$ cat src/rtl/dacfe_pkg.sv
package dacfe_pkg;
  localparam int DW  = 12;
  localparam int BW  = 8;
  localparam int NCH = 2;

  // register addresses
  localparam int A_CFG    = 0;
  localparam int A_SWT    = 2;
  localparam int A_STAT   = 3;
  localparam int A_SGL    = 4;
  localparam int SGL_SPAN = 5;
  localparam int A_DUAL_R = 16;
  localparam int A_DUAL_L = 20;
  localparam int A_DUAL_8 = 24;

  typedef enum logic [1:0] {
    SRC_PIN   = 2'd0,
    SRC_TMR_A = 2'd1,
    SRC_TMR_B = 2'd2,
    SRC_SOFT  = 2'd3
  } trig_src_e;

  typedef struct packed {
    logic      irq_en;
    logic      dma_en;
    trig_src_e src;
    logic      trig_en;
    logic      chan_en;
  } chan_cfg_t;

  function automatic logic [DW-1:0] pack_right(input logic [BW-1:0] hi,
                                               input logic [BW-1:0] lo);
    logic [2*BW-1:0] w;
    w = {hi, lo};
    return w[DW-1:0];
  endfunction

  function automatic logic [DW-1:0] pack_left(input logic [BW-1:0] hi,
                                              input logic [BW-1:0] lo);
    logic [2*BW-1:0] w;
    w = {hi, lo};
    return w[2*BW-1 -: DW];
  endfunction

  function automatic logic [DW-1:0] pack_byte(input logic [BW-1:0] b);
    return {b, {(DW-BW){1'b0}}};
  endfunction
endpackage

$ cat src/rtl/dacfe_regs.sv
module dacfe_regs
  import dacfe_pkg::*;
#(
  parameter int ADDR_W = 5
) (
  input  logic                     clk,
  input  logic                     rst,
  input  logic                     wr_en,
  input  logic [ADDR_W-1:0]        addr,
  input  logic [BW-1:0]            wdata,
  output chan_cfg_t [NCH-1:0]      cfg,
  output logic [NCH-1:0][DW-1:0]   dhr,
  output logic [NCH-1:0]           sw_bit,
  output logic [NCH-1:0]           udr_clr
);
  logic [NCH-1:0][BW-1:0] hi_stage;
  logic [BW-1:0]          lo_stage;

  function automatic logic at(input int a);
    return wr_en && (addr == ADDR_W'(a));
  endfunction

  always_comb begin
    for (int i = 0; i < NCH; i++) udr_clr[i] = at(A_STAT) && !wdata[i];
  end

  always_ff @(posedge clk) begin
    if (rst) begin
      cfg      <= '0;
      dhr      <= '0;
      sw_bit   <= '0;
      hi_stage <= '0;
      lo_stage <= '0;
    end else begin
      sw_bit <= at(A_SWT) ? wdata[NCH-1:0] : '0;
      for (int i = 0; i < NCH; i++) begin
        if (at(A_CFG + i)) begin
          cfg[i].chan_en <= wdata[0];
          cfg[i].dma_en  <= wdata[4];
          cfg[i].irq_en  <= wdata[5];
          if (!cfg[i].chan_en) begin
            cfg[i].trig_en <= wdata[1];
            cfg[i].src     <= trig_src_e'(wdata[3:2]);
          end
        end
        if (at(A_SGL + i*SGL_SPAN) || at(A_SGL + i*SGL_SPAN + 2))
          hi_stage[i] <= wdata;
        if (at(A_SGL + i*SGL_SPAN + 1)) dhr[i] <= pack_right(hi_stage[i], wdata);
        if (at(A_SGL + i*SGL_SPAN + 3)) dhr[i] <= pack_left(hi_stage[i], wdata);
        if (at(A_SGL + i*SGL_SPAN + 4)) dhr[i] <= pack_byte(wdata);
      end
      // dual sequences: ch0 high, ch0 low, ch1 high, ch1 low
      if (at(A_DUAL_R) || at(A_DUAL_L))         hi_stage[0] <= wdata;
      if (at(A_DUAL_R + 1) || at(A_DUAL_L + 1)) lo_stage    <= wdata;
      if (at(A_DUAL_R + 2) || at(A_DUAL_L + 2)) hi_stage[1] <= wdata;
      if (at(A_DUAL_R + 3)) begin
        dhr[0] <= pack_right(hi_stage[0], lo_stage);
        dhr[1] <= pack_right(hi_stage[1], wdata);
      end
      if (at(A_DUAL_L + 3)) begin
        dhr[0] <= pack_left(hi_stage[0], lo_stage);
        dhr[1] <= pack_left(hi_stage[1], wdata);
      end
      if (at(A_DUAL_8)) lo_stage <= wdata;
      if (at(A_DUAL_8 + 1)) begin
        dhr[0] <= pack_byte(lo_stage);
        dhr[1] <= pack_byte(wdata);
      end
    end
  end

  for (genvar g = 0; g < NCH; g++) begin : g_chk
    // software trigger bit lives for one clock unless rewritten
    assert_sw_selfclear_R7: assert property (@(posedge clk) disable iff (rst)
      (sw_bit[g] && !(at(A_SWT) && wdata[g])) |=> !sw_bit[g]);
    // trigger fields frozen while the channel runs
    assert_src_locked_R8: assert property (@(posedge clk) disable iff (rst)
      cfg[g].chan_en |=> ($stable(cfg[g].src) && $stable(cfg[g].trig_en)));
  end
endmodule

$ cat src/rtl/dacfe_chan.sv
module dacfe_chan
  import dacfe_pkg::*;
(
  input  logic          clk,
  input  logic          rst,
  input  chan_cfg_t     cfg,
  input  logic [DW-1:0] dhr,
  input  logic          sw_bit,
  input  logic          pin_evt,
  input  logic          ta_evt,
  input  logic          tb_evt,
  input  logic          dma_ack,
  input  logic          udr_clr,
  output logic [DW-1:0] dor,
  output logic          dma_req,
  output logic          udr
);
  logic armed, sel_evt, hw_hit, sw_hit, udr_set;

  assign armed = cfg.chan_en && cfg.trig_en;

  always_comb begin
    unique case (cfg.src)
      SRC_PIN:   sel_evt = pin_evt;
      SRC_TMR_A: sel_evt = ta_evt;
      SRC_TMR_B: sel_evt = tb_evt;
      default:   sel_evt = 1'b0;
    endcase
  end

  assign hw_hit  = armed && (cfg.src != SRC_SOFT) && sel_evt;
  assign sw_hit  = armed && (cfg.src == SRC_SOFT) && sw_bit;
  assign udr_set = hw_hit && cfg.dma_en && dma_req && !dma_ack;

  always_ff @(posedge clk) begin
    if (rst) begin
      dor     <= '0;
      dma_req <= 1'b0;
      udr     <= 1'b0;
    end else begin
      if (cfg.chan_en && (!cfg.trig_en || hw_hit || sw_hit)) dor <= dhr;
      if (hw_hit && cfg.dma_en) dma_req <= 1'b1;
      else if (dma_ack)         dma_req <= 1'b0;
      udr <= (udr && !udr_clr) || udr_set;
    end
  end

  assert_req_from_hw_R9: assert property (@(posedge clk) disable iff (rst)
    $rose(dma_req) |-> $past(hw_hit && cfg.dma_en));
  assert_udr_cause_R10: assert property (@(posedge clk) disable iff (rst)
    $rose(udr) |-> $past(dma_req && !dma_ack && hw_hit));
  assert_hold_untriggered_R6: assert property (@(posedge clk) disable iff (rst)
    (armed && !hw_hit && !sw_hit) |=> $stable(dor));
  assert_disabled_frozen_R12: assert property (@(posedge clk) disable iff (rst)
    !cfg.chan_en |=> $stable(dor));
endmodule

$ cat src/rtl/dac_trigger_frontend.sv
module dac_trigger_frontend
  import dacfe_pkg::*;
#(
  parameter int ADDR_W = 5
) (
  input  logic              clk,
  input  logic              rst,
  input  logic              reg_wr,
  input  logic [ADDR_W-1:0] reg_addr,
  input  logic [BW-1:0]     reg_wdata,
  input  logic              ext_trig,
  input  logic              tmr_a_trig,
  input  logic              tmr_b_trig,
  input  logic [NCH-1:0]    dma_ack,
  output logic [DW-1:0]     code0,
  output logic [DW-1:0]     code1,
  output logic [NCH-1:0]    dma_req,
  output logic [NCH-1:0]    udr_flag,
  output logic              irq
);
  chan_cfg_t [NCH-1:0]    cfg;
  logic [NCH-1:0][DW-1:0] dhr, dor;
  logic [NCH-1:0]         sw_bit, udr_clr, ie;
  logic                   pin_q, ta_q, tb_q;
  logic                   pin_evt, ta_evt, tb_evt;

  always_ff @(posedge clk) begin
    if (rst) begin
      pin_q <= 1'b0;
      ta_q  <= 1'b0;
      tb_q  <= 1'b0;
    end else begin
      pin_q <= ext_trig;
      ta_q  <= tmr_a_trig;
      tb_q  <= tmr_b_trig;
    end
  end

  assign pin_evt = ext_trig   && !pin_q;
  assign ta_evt  = tmr_a_trig && !ta_q;
  assign tb_evt  = tmr_b_trig && !tb_q;

  dacfe_regs #(.ADDR_W(ADDR_W)) u_regs (
    .clk(clk), .rst(rst), .wr_en(reg_wr), .addr(reg_addr), .wdata(reg_wdata),
    .cfg(cfg), .dhr(dhr), .sw_bit(sw_bit), .udr_clr(udr_clr)
  );

  for (genvar g = 0; g < NCH; g++) begin : g_ch
    dacfe_chan u_chan (
      .clk(clk), .rst(rst), .cfg(cfg[g]), .dhr(dhr[g]), .sw_bit(sw_bit[g]),
      .pin_evt(pin_evt), .ta_evt(ta_evt), .tb_evt(tb_evt),
      .dma_ack(dma_ack[g]), .udr_clr(udr_clr[g]),
      .dor(dor[g]), .dma_req(dma_req[g]), .udr(udr_flag[g])
    );
    assign ie[g] = cfg[g].irq_en;
  end

  assign code0 = dor[0];
  assign code1 = dor[1];
  assign irq   = |(udr_flag & ie);
endmodule

$ cat config.mk
export PLATFORM = sky130hd
export DESIGN_NAME = dac_trigger_frontend
export DESIGN_NICKNAME = d
export VERILOG_FILES = /design/src/rtl/dacfe_pkg.sv /design/src/rtl/dacfe_regs.sv /design/src/rtl/dacfe_chan.sv /design/src/rtl/dac_trigger_frontend.sv
export SDC_FILE = /design/constraint.sdc
export NUM_CORES = 1
export LEC_CHECK = 0
export ABC_CLOCK_PERIOD_IN_PS = 5580
export CAP_MARGIN = 0
export CORE_MARGIN = 4
export CORE_UTILIZATION = 60
export CTS_CLUSTER_SIZE = 25
export DETAILED_ROUTE_END_ITERATION = 8
export PLACE_DENSITY = 0.91
export REMOVE_ABC_BUFFERS = 1
export SLEW_MARGIN = 15
export SYNTH_ARGS = -nofsm -noshare
export SYNTH_HDL_FRONTEND = slang
export SYNTH_SLANG_ARGS = --single-unit
$ cat constraint.sdc
create_clock -name clk -period 5.58 [get_ports clk]
set_input_delay 1.395 -clock clk [delete_from_list [all_inputs] [get_ports clk]]
set_output_delay 1.395 -clock clk [all_outputs]
set_load 0.05 [all_outputs]
# Word level (Yosys, flattened, before mapping)
# Cells that the tools add are included.
[op_classes]
n_eq_ne = 31
mux = 21
n_bitwise = 4
reduce_logical = 88
[op_table]
columns = ["operator", "n"]
rows = [
  ["12-bit two-way mux", 6],
  ["24-bit two-way mux", 3],
  ["5-bit equality test, second input constant", 10],
  ["1-bit logical AND", 49],
  ["8-bit two-way mux", 6],
  ["5-bit by 4-bit equality test with 1-bit output, second input constant", 6],
  ["5-bit by 3-bit equality test with 1-bit output, second input constant", 4],
  ["6-bit nonzero test", 2],
  ["1-bit zero test", 11],
  ["1-bit logical OR", 11],
  ["5-bit by 2-bit equality test with 1-bit output, second input constant", 2],
  ["2-bit nonzero test", 5],
  ["5-bit nonzero test", 2],
  ["2-bit equality test, second input constant", 4],
  ["1-bit one-hot mux with 3 select lines", 2],
  ["2-bit OR reduction", 3],
  ["5-bit by 1-bit equality test with 1-bit output, second input constant", 1],
  ["5-bit zero test", 1],
  ["2-bit by 1-bit equality test with 1-bit output, second input constant", 2],
  ["2-bit zero test", 2],
  ["1-bit two-way mux", 4],
  ["2-bit != test, second input constant", 2],
  ["2-bit AND reduction", 2],
  ["1-bit NOT", 3],
  ["2-bit bitwise AND", 1],
]
[word_totals]
register_bits = 93
input_bits = 21
output_inout_bits = 29
word_cells = 171

# Longest topological paths before layout
# Gate-level depths: netlist of run 1.
[depth]
depth_word = 8
ltp_mapped = 8
depth_no_buf = 5

# Modules after synthesis
# Synthesis of run 1 repeated with hierarchy kept, for this count alone.
[hier_totals]
cells_unflattened = 555
area_unflattened_um2 = 4833.4
[by_module_without_submodules]
columns = ["module", "instances", "cells_each", "area_per_inst_um2", "seq_area_each_um2"]
rows = [
  ["dacfe_regs", 1, 405, 3358.2, 1241.2],
  ["dacfe_chan", 2, 70, 684.4, 280.3],
  ["dac_trigger_frontend", 1, 10, 106.4, 60.1],
]

# Worst setup path after synthesis of run 1
# OpenSTA, ideal clock, no wires.
[synth_timing]
path_type = "input to register"
start = "input reg_addr[0]"
end = "register u_regs.dhr[16] (netlist bit)"
setup_time_ps = 140
arrival_time_ps = 2839
required_ps = 5440
setup_slack_ps = 2601
stages = 7
cell_sequence = "buf_6 -> nor4b_4 -> and2_1 -> buf_6 -> mux2_2 -> a222oi_1 -> a211oi_1"
[synth_between]
elab_chain_len = 7
[synth_rtl]
columns = ["item", "line", "rtl"]
rows = [
  ["from (decl)", "dac_trigger_frontend.sv:9", "input logic [ADDR_W-1:0] reg_addr,"],
  ["5-bit by 4-bit equality test with 1-bit output", "dacfe_regs.sv:20", "return wr_en && (addr == ADDR_W'(a));"],
  ["1-bit logical AND", "dacfe_regs.sv:20", ""],
  ["12-bit two-way mux", "dacfe_regs.sv:49", "if (at(A_SGL + i*SGL_SPAN + 3)) dhr[i] <= pack_left(hi_stage[i], wdata);"],
  ["12-bit two-way mux", "dacfe_regs.sv:50", "if (at(A_SGL + i*SGL_SPAN + 4)) dhr[i] <= pack_byte(wdata);"],
  ["24-bit two-way mux", "dacfe_regs.sv:56", "if (at(A_DUAL_R + 3)) begin"],
  ["24-bit two-way mux", "dacfe_regs.sv:60", "if (at(A_DUAL_L + 3)) begin"],
  ["24-bit two-way mux", "dacfe_regs.sv:65", "if (at(A_DUAL_8 + 1)) begin"],
  ["to (signal, indexed assignment)", "dacfe_regs.sv:48", "if (at(A_SGL + i*SGL_SPAN + 1)) dhr[i] <= pack_right(hi_stage[i], wdata);"],
  ["to (signal, indexed assignment)", "dacfe_regs.sv:49", ""],
  ["to (signal, indexed assignment)", "dacfe_regs.sv:50", ""],
  ["to (decl)", "dacfe_regs.sv:12", "output logic [NCH-1:0][DW-1:0] dhr,"],
]
# Several ways; a longest one is shown, not always the timed one.
# A chain may end at the register's enable or synchronous reset.

# Worst setup path in the final report of run 1
[layout_timing]
start = "input reg_addr[2]"
end = "register u_regs.dhr[7] (netlist bit)"
[layout_between]
elab_chain_len = 7
[layout_rtl]
columns = ["item", "line"]
rows = [
  ["5-bit by 3-bit equality test with 1-bit output", "dacfe_regs.sv:20"],
  ["1-bit logical AND", "dacfe_regs.sv:20"],
  ["12-bit two-way mux", "dacfe_regs.sv:49"],
  ["12-bit two-way mux", "dacfe_regs.sv:50"],
  ["24-bit two-way mux", "dacfe_regs.sv:56"],
  ["24-bit two-way mux", "dacfe_regs.sv:60"],
  ["24-bit two-way mux", "dacfe_regs.sv:65"],
]
# Several ways; a longest one is shown, not always the timed one.

==> results of run 1 <==
state kept, by name (all words and copies together) (netlist names):
name / count
pin_q: 1
g_ch.u_chan.udr: 2
u_regs.lo_stage: 8
g_ch.u_chan.dma_req: 2
u_regs.dhr: 24
g_ch.u_chan.dor: 24
tb_q: 1
u_regs.sw_bit: 2
ta_q: 1
u_regs.hi_stage: 16
u_regs.cfg: 12
cells by family after synthesis:
group	after synthesis
xor gates and xnor gates	1
muxes	72
buffers and inverters	52
and+or+nand+nor	212
DFF	93
AOI/OAI and AO/OA	127
worst reg2reg max path, cell delays in order, from the launching register on:
cell and delay, ns:
dfxtp_1 0.36, nor4b_1 0.33, a21oi_1 0.10, o2bb2ai_1 0.14
a21boi_1 0.14, buf_4 0.25, mux2i_1 0.24
cell usage in the layout (no fill, tap or decap), types with 6 or more instances in the layout:
cell             Yosys  layout
dfxtp_1             93      93
nor2_1              64      64
mux2i_1             63      63
nand2b_1            55      55
clkdlybuf4s50_1      0      48
nand2_1             32      32
a21oi_1             19      19
o21ai_0             18      18
nor2b_1             13      13
a221oi_1            10      10
nand3_1             10      10
clkbuf_8             0      10
mux2_2               9       9
o32ai_1              9       9
o21a_1               8       8
a2bb2oi_1            7       7
nor3_1               6       6
a21boi_0             6       6
a211oi_1             6       6
area by class of cell:
cell class | instances | area [um2] | area share, %
clock buffer | 11 | 141 | 2.54
timing repair buffer | 53 | 528 | 9.50
inverter | 4 | 15.0 | 0.270
tap | 102 | 128 | 2.30
sequential | 93 | 1860 | 33.5
multi-input combinational | 412 | 2810 | 50.6
clock inverter | 4 | 72.6 | 1.31
metrics by stage:
| stage | utilization [%] | power, W | instances | area, um2 |
|---|---|---|---|---|
| final | 70.8 | 0.00131 | 679 | 5560 |
| after global routing | 70.8 | 0.00136 | 679 | 5560 |
| after CTS | 70.8 | 0.00131 | 679 | 5560 |
| after detailed placement | 68.1 | 0.000825 | 664 | 5340 |
| after global placement | 68.1 | 0.000820 | 664 | 5340 |
| after floorplan | - | 0.000762 | 509 | 4690 |
power groups by stage:
| stage | sequential [W] | clock, W | combinational, W |
|---|---|---|---|
| after floorplan | 0.000695 | 0 | 0.0000667 |
| after global placement | 0.000697 | 0 | 0.000123 |
| after detailed placement | 0.000698 | 0 | 0.000127 |
| after CTS | 0.000682 | 0.000499 | 0.000128 |
| after global routing | 0.000684 | 0.000530 | 0.000141 |
| final | 0.000682 | 0.000495 | 0.000131 |
routing by layer:
| layer | vias up | GRT usage (%) | part of all wire [%] |
|---|---|---|---|
| met5 | - | 0 | 0 |
| li1 | 2022 | - | - |
| met2 | 197 | 42.8 | 48 |
| met3 | 31 | 4.74 | 7.3 |
| met4 | 0 | 12.7 | 2.6 |
| met1 | 2060 | 32.8 | 42 |
synth_stat cells, types with 7 or more instances:
cell type  instances  area, um2
nand2b_1          55        344
nor2_1            64        240
nor2b_1           13       81.3
a221oi_1          10       87.6
a21oi_1           19       95.1
nand3_1           10       50.1
a2bb2oi_1          7       61.3
mux2i_1           63        631
clkbuf_1          25       93.8
o32ai_1            9       78.8
dfxtp_1           93       1860
mux2_2             9        101
buf_2             14       70.1
nand2_1           32        120
o21ai_0           18       90.1
o21a_1             8       60.1
how the worst min path moves through the flow:
stage              startpoint              to  cells past startpoint
6_report        u_regs.cfg[4]   u_regs.cfg[4]                      2
5_1_grt         u_regs.cfg[4]   u_regs.cfg[4]                      2
4_1_cts         u_regs.cfg[5]   u_regs.cfg[5]                      2
3_5_place_dp    u_regs.cfg[5]   u_regs.cfg[5]                      2
3_3_place_gp    u_regs.cfg[4]   u_regs.cfg[4]                      2
2_1_floorplan  u_regs.cfg[11]  u_regs.cfg[11]                      2
==> metrics.cfg, run 1 <==
[timing]
fin_crit_sh_pct=72.1
fin_skew_ns=0.0107
worst_pin_slew_ns=0.965
fin_crit_ns=4.02
hold_violations=0
timing.setup.tns_ns=0
setup_ws_ns=1.56
slew_headroom_pct=35.5
timing.fmax_mhz=249
finalSetupViolations=0
rsz0062_at_grt=no
final_max_slew_viol_count=0
hold-worst-slack_ns=0.470

[cts]
clk_pin_slew_ns=0.08
cts_resized=0
root_buffer=clkbuf_8
hold_buffers=0
cts_tree=built
clock-sinks=93
clk_path_buf_depth=2
cts_buffers=9
postCtsSetupBuffers=0
clk_latency_ns=0.37
htreeDepth=3

[synth]
synthCells=557
synth_seq_cells=93
synth_top_family_by_area=simple AND/OR/NAND/NOR gates
synthSimpleGateAreaFrac_pct=23.1
synth_compound_area_share_pct=18.9
synthAdderAreaFrac_pct=0
async_reset_ff_share_pct=0
synth-seq-area-share_pct=37.8
ys_warn_count=0
synth-edff-count=0
synth_xor_area_share_pct=0.178
synth_cell_types=58
netlist_area_um2=4930
synthFlopType=dfxtp_1
avgSynthCellArea_um2=8.85
synth_mux_area_share_pct=14.8

[critical_path]
r2r-start=u_regs.cfg[9]
worstRegToRegCells=6
arrival_ns=4.23
reg2reg_slack_ns=3.95
cp_slowest_cell=clkdlybuf4s50_1
path_delay_family=buffers and inverters
crit_fanout=25
max_stage_delay_ns=1.07
worstPathCellList=clkdlybuf4s50_1 > nand2b_1 > nor2_2 > mux2_2 > a221oi_1 > o32ai_1
reg2reg_to=g_ch[1].u_chan.dor[8]
critPathKind=in -> reg
startpoint_type=input pin
path_depth=6
endpoint=u_regs.dhr[7]
critPathRequiredTime_ns=5.79
path_buf_inv=1
worst_setup_path_end_kind=flip-flop
critPathLaunch=reg_addr[2]

[run]
drv_cap=0

[pwr]
peakVddDrop_v=0.000187
pwr-share-clk_pct=37.8
p_seq_share_pct=52.2
p_leak_nw=1.99
powerDensity_nw_per_um2=235
power_frac_comb_pct=10.0
p_int_w=0.000990
p_sw_w=0.000318
power_switching_share_pct=24.3

[place]
portBuffers=49
gp_congestion=0.909
pre_cts_slack_ns=1.32
hpwl_mm=8.30

[finish]
num-fill-cells=612
num_antenna_cells=0
area_growth_pct=12.7
final_nets=594
drive_gt1_share_pct=7.28

[die]
die_area_um2=9730
num_rows=32
die_w_um=98.6
core_um2=7850
start_util_pct=62.8
die_height_um=98.6
io_pins=50

[global_routing]
grtUsageTotal_pct=26.0
grt_pass1_vias=4242
grt_max_degree=58
antenna_found_initial=0
grt_pass1_wl_mm=20.6
grt-ovfl-total=0

[outcome]
outcome=complete, no violations

[detailed_routing]
via_per_inst=6.35
routed_wl_mm=12.3
first_iter_violations=462
antenna_left=0
drc=0
dr.pass1.iters=5
wl_per_cell_um=18.2
dr_total_vias=4310

[min_path]
hold_path.class=reg -> reg

(Power assumes the default switching activity.)
==> run 2, diff against run 1 <==
--- a/config.mk
+++ b/config.mk
@@ -5,13 +5,13 @@
 export SDC_FILE = /design/constraint.sdc
 export NUM_CORES = 1
 export LEC_CHECK = 0
-export ABC_CLOCK_PERIOD_IN_PS = 5580
+export ABC_CLOCK_PERIOD_IN_PS = 3400
 export CAP_MARGIN = 0
 export CORE_MARGIN = 4
-export CORE_UTILIZATION = 60
+export CORE_UTILIZATION = 52
 export CTS_CLUSTER_SIZE = 25
 export DETAILED_ROUTE_END_ITERATION = 8
-export PLACE_DENSITY = 0.91
+export PLACE_DENSITY = 0.84
 export REMOVE_ABC_BUFFERS = 1
 export SLEW_MARGIN = 15
 export SYNTH_ARGS = -nofsm -noshare
==> constraint.sdc (replaced) <==
create_clock -name clk -period 3.4 [get_ports clk]
set_input_delay 0.85 -clock clk [delete_from_list [all_inputs] [get_ports clk]]
set_output_delay 0.85 -clock clk [all_outputs]
set_load 0.05 [all_outputs]
==> metrics.cfg, run 2 (synthesis gave the netlist of run 1 again) <==
[timing]
timing.setup.tns_ns=0  ; unchanged
fin_skew_ns=0.0132  ; +0.00254 ns
rsz0062_at_grt=no
final_max_slew_viol_count=0  ; unchanged
fin_crit_sh_pct=87.9
hold_violations=0  ; unchanged
fin_crit_ns=2.99
slew_headroom_pct=55.8  ; +20 points
timing.fmax_mhz=335
worst_pin_slew_ns=0.662  ; -0.303 ns
hold-worst-slack_ns=0.469  ; -0.000778 ns
finalSetupViolations=0  ; unchanged

[critical_path]
critPathKind=in -> reg
cp_slowest_cell=clkdlybuf4s50_1
worstPathCellList=clkdlybuf4s50_1 > nor4b_4 > and2_1 > mux2_2 > a221oi_1 > o32ai_1
reg2reg_to=g_ch[0].u_chan.dor[10]
crit_fanout=13  ; -48%
max_stage_delay_ns=0.66  ; -0.41 ns
worstRegToRegCells=6  ; unchanged
path_delay_family=simple AND/OR/NAND/NOR gates
arrival_ns=3.22  ; -1.01 ns
startpoint_type=input pin
reg2reg_slack_ns=1.77  ; -2.18 ns
worst_setup_path_end_kind=flip-flop
critPathRequiredTime_ns=3.63  ; -2.16 ns
path_buf_inv=1  ; unchanged
r2r-start=u_regs.cfg[3]

[cts]
cts_resized=0  ; unchanged
root_buffer=clkbuf_8
htreeDepth=3  ; unchanged
clock-sinks=93  ; unchanged
clk_latency_ns=0.36  ; about the same
cts_buffers=9  ; unchanged
postCtsSetupBuffers=0  ; unchanged
clk_pin_slew_ns=0.08  ; about the same
clk_path_buf_depth=2  ; unchanged
cts_tree=built
hold_buffers=0  ; unchanged

[global_routing]
grt-ovfl-total=0  ; unchanged
grt_max_degree=30  ; -48%
grt_pass1_wl_mm=20.9  ; +1.4%
grt_pass1_vias=4283  ; +0.97%
grtUsageTotal_pct=22.8  ; -3.2 points
antenna_found_initial=0  ; unchanged

[die]
die_w_um=105  ; +6.8%
die_height_um=105  ; +6.8%
core_um2=9240  ; +18%
die_area_um2=11100  ; +14%
io_pins=50  ; unchanged
start_util_pct=53.4  ; -9.5 points
num_rows=35  ; +9.4%

[min_path]
min-delay-start=u_regs.cfg[5]
hold_depth=2  ; unchanged
hold_path.class=reg -> reg
min_to=u_regs.cfg[5]

[finish]
multi_input_area_um2=2810  ; unchanged
area_growth_pct=16.3
final_common_cell=dfxtp_1
num_antenna_cells=0  ; unchanged
final_nets=621  ; +4.5%
drive_gt1_share_pct=11.6  ; +4.3 points
final_cell_mix=dfxtp_1 (93), nor2_1 (64), mux2i_1 (63)
num-fill-cells=785  ; +28%
seq_area_um2=1860  ; unchanged
postLayoutCellArea_um2=5730  ; +3.2%
top_regs=g_ch.u_chan.dor: 24 flops, u_regs.dhr: 24 flops, u_regs.hi_stage: 16 flops

[pwr]
peakVddDrop_v=0.000238  ; +27%
powerDensity_nw_per_um2=349  ; +48%
power_w=0.00200  ; +53%
p_leak_nw=2.10  ; +5.4%

[detailed_routing]
routed_wl_mm=12.5  ; +1.7%
dr_total_vias=4333  ; +0.53%
drc=0  ; unchanged
dr.pass1.iters=6  ; +1
antenna_left=0  ; unchanged
wl_per_cell_um=17.1  ; -5.9%
first_iter_violations=462  ; unchanged
via_per_inst=5.90  ; -7.0%

[outcome]
outcome=complete, no violations

[place]
hpwl_mm=9.00  ; +8.4%
placed_area_um2=5570  ; +4.2%
portBuffers=49  ; unchanged
gp_congestion=0.943  ; +3.7%

[run]
drv_cap=0  ; unchanged

## run 2: worst max-delay path by stage
stage	start	end	slack, ns	depth (start not counted)
after global placement	reg_addr[1]	u_regs.dhr[17]	0.24	6
after global routing	reg_addr[0]	u_regs.dhr[19]	0.34	7
after detailed placement	reg_addr[1]	u_regs.dhr[23]	0.11	6
after floorplan	ext_trig	g_ch[0].u_chan.dor[0]	0.94	5
after CTS	reg_addr[1]	u_regs.dhr[22]	0.47	6
final	reg_addr[1]	u_regs.dhr[22]	0.41	6
## run 2: routing by layer
metal / vias to the layer above / share of wire, % / track usage, %
li1: 2074 / - / -
met1: 2034 / 43 / 28.8
met2: 190 / 47 / 38.1
met3: 35 / 7.6 / 5.82
met4: 0 / 2.3 / 7.31
met5: - / 0 / 0
## run 2: area by class of cell
class / instances / area share [%]
flip-flops and latches: 93 / 32.5
clock inverters: 6 / 0.698
repair buffers: 80 / 12.5
clock buffers: 10 / 2.23
inverters: 4 / 0.262
multi-input cells: 412 / 49.0
well taps: 129 / 2.81
## run 2: report_power, final
part	switching (W)	internal [W]
clock	0.000385	0.000265
combinational	0.000129	0.000101
sequential	0.0000136	0.00111
total	0.000527	0.00147
## run 2: through the flow
step | cells | setup WS (ns) | util, %
global placement | 718 | 0.243 | 60.2
floorplan | 509 | 0.939 | -
finish | 734 | 0.413 | 62.1
CTS | 734 | 0.468 | 62.1
global route | 734 | 0.336 | 62.1
detailed placement | 718 | 0.112 | 60.2
## run 2: tightest hold or removal path: stages, from the launching register on
cell and delay, ns:
dfxtp_1 0.32, nand2_1 0.05, a21oi_1 0.05
==> run 3, diff against run 2 <==
--- a/config.mk
+++ b/config.mk
@@ -11,8 +11,10 @@
 export CORE_UTILIZATION = 52
 export CTS_CLUSTER_SIZE = 25
 export DETAILED_ROUTE_END_ITERATION = 8
+export GPL_TIMING_DRIVEN = 0
 export PLACE_DENSITY = 0.84
 export REMOVE_ABC_BUFFERS = 1
+export SKIP_CTS_REPAIR_TIMING = 1
 export SLEW_MARGIN = 15
 export SYNTH_ARGS = -nofsm -noshare
 export SYNTH_HDL_FRONTEND = slang
==> metrics.cfg, run 3 (synthesis gave the netlist of run 1 again) <==
[global_routing]
antenna_found_initial=0  ; unchanged
grtUsageTotal_pct=21.5  ; -1.3 points
grt-ovfl-total=0  ; unchanged
grt_max_degree=61  ; +100%
grt_pass1_wl_mm=19.7  ; -5.7%
grt_pass1_vias=4047  ; -5.5%

[cts]
clk_pin_slew_ns=0.10  ; +0.02 ns
clk_path_buf_depth=2  ; unchanged
clk_latency_ns=0.36  ; about the same
cts_tree=built
cts_buffers=9  ; unchanged
clock-sinks=93  ; unchanged
root_buffer=clkbuf_8
htreeDepth=3  ; unchanged

[timing]
fin_crit_sh_pct=97.2  ; +9.3 points
timing.setup.tns_ns=0  ; unchanged
hold_violations=0  ; unchanged
final_max_slew_viol_count=0  ; unchanged
fin_crit_ns=3.30  ; +0.317 ns
timing.fmax_mhz=303  ; -9.6%
slew_headroom_pct=37.1  ; -19 points
worst_pin_slew_ns=0.942  ; +0.281 ns
fin_skew_ns=0.0181  ; +0.00490 ns
finalSetupViolations=0  ; unchanged

[detailed_routing]
dr.pass1.iters=5  ; -1
drc=0  ; unchanged
dr_total_vias=4195  ; -3.2%
via_per_inst=5.89  ; -0.19%
routed_wl_mm=11.7  ; -6.7%
wl_per_cell_um=16.4  ; -3.8%
antenna_left=0  ; unchanged
first_iter_violations=399  ; -14%

[place]
gp_congestion=0.913  ; -3.1%
portBuffers=49  ; unchanged
hpwl_mm=7.97  ; -11%

[finish]
num_antenna_cells=0  ; unchanged
area_growth_pct=14.0
top_regs=g_ch.u_chan.dor: 24 flops, u_regs.dhr: 24 flops, u_regs.hi_stage: 16 flops
final_nets=599  ; -3.5%
final_cell_mix=dfxtp_1 (93), mux2i_1 (63), nor2_1 (63)
drive_gt1_share_pct=8.58  ; -3.0 points
final_common_cell=dfxtp_1
final_util_pct=60.8  ; -1.3 points

[critical_path]
worst_setup_path_end_kind=flip-flop
critPathKind=in -> reg
crit_fanout=18  ; +5
arrival_ns=3.56  ; +0.34 ns
worstRegToRegCells=5  ; -1
critPathRequiredTime_ns=3.66  ; +0.03 ns
startpoint_type=input pin

[pwr]
p_leak_nw=2.02  ; -4.1%
power_w=0.00201  ; +0.47%
powerDensity_nw_per_um2=358  ; +2.5%
peakVddDrop_v=0.000238  ; about the same

[die]
die_w_um=105  ; unchanged
core_um2=9240  ; unchanged
die_area_um2=11100  ; unchanged
io_pins=50  ; unchanged
start_util_pct=53.4  ; unchanged
num_rows=35  ; unchanged
die_height_um=105  ; unchanged

[min_path]
hold_depth=2  ; unchanged
hold_path.class=reg -> reg

[outcome]
outcome=complete, no violations

[run]
drv_cap=0  ; unchanged

run 3: changes by cell type in the layout (fill, tap and decap cells not counted), moves of 2 or more:
cell      change
a21boi_1      -2
clkinv_2      -2
a21boi_2      +2
clkbuf_8      +2
buf_4        -23
clkinv_4      -2
run 3: report_power, final:
part	switching [W]	internal, W	total (W)	leakage [nW]
combinational	0.000125	0.0000904	0.000215	1.18
clock	0.000370	0.000306	0.000675	0.0857
sequential	0.0000129	0.00111	0.00112	0.752
total	0.000507	0.00150	0.00201	2.02
run 3: layer usage:
layer	vias up	GRT usage, %	routed length [um]
met5	-	0	0
met4	0	7.40	233
met1	1984	28.0	5210
li1	2031	-	-
met3	24	5.39	772
met2	156	34.7	5490
run 3: layout make-up:
class | count | area [um2]
Tap cell | 129 | 161
Timing Repair Buffer | 58 | 574
Inverter | 4 | 15.0
Sequential cell | 93 | 1860
Clock buffer | 13 | 159
Fill cell | 789 | 3620
Clock inverter | 3 | 20.0
Multi-Input combinational cell | 412 | 2830
run 3: through the flow:
stage / worst slack (ns) / hold slack (ns) / instance area (um2) / std cells
3_5_place_dp: -0.590 / 0.450 / 5380 / 689
2_1_floorplan: 0.939 / 0.430 / 4690 / 509
3_3_place_gp: -1.11 / 0.450 / 5340 / 687
4_1_cts: -0.262 / 0.466 / 5550 / 705
5_1_grt: -0.0376 / 0.484 / 5620 / 712
6_report: 0.0953 / 0.459 / 5620 / 712
run 3: critical path, stage by stage:
cell and delay, ns:
clkdlybuf4s50_1 0.94, nand4_1 0.36, nor3_1 0.77, a221oi_1 0.19
o31a_1 0.17, o32ai_1 0.28
run 3: path summary, 6_finish.rpt:
path / startpoint / to / slack (ns)
max: reg_addr[0] / u_regs.dhr[20] / 0.1
min: u_regs.dhr[18] / g_ch[1].u_chan.dor[6] / 0.46
max reg2reg: u_regs.cfg[9] / g_ch[1].u_chan.dor[8] / 1.48
min reg2reg: u_regs.dhr[18] / g_ch[1].u_chan.dor[6] / 0.46
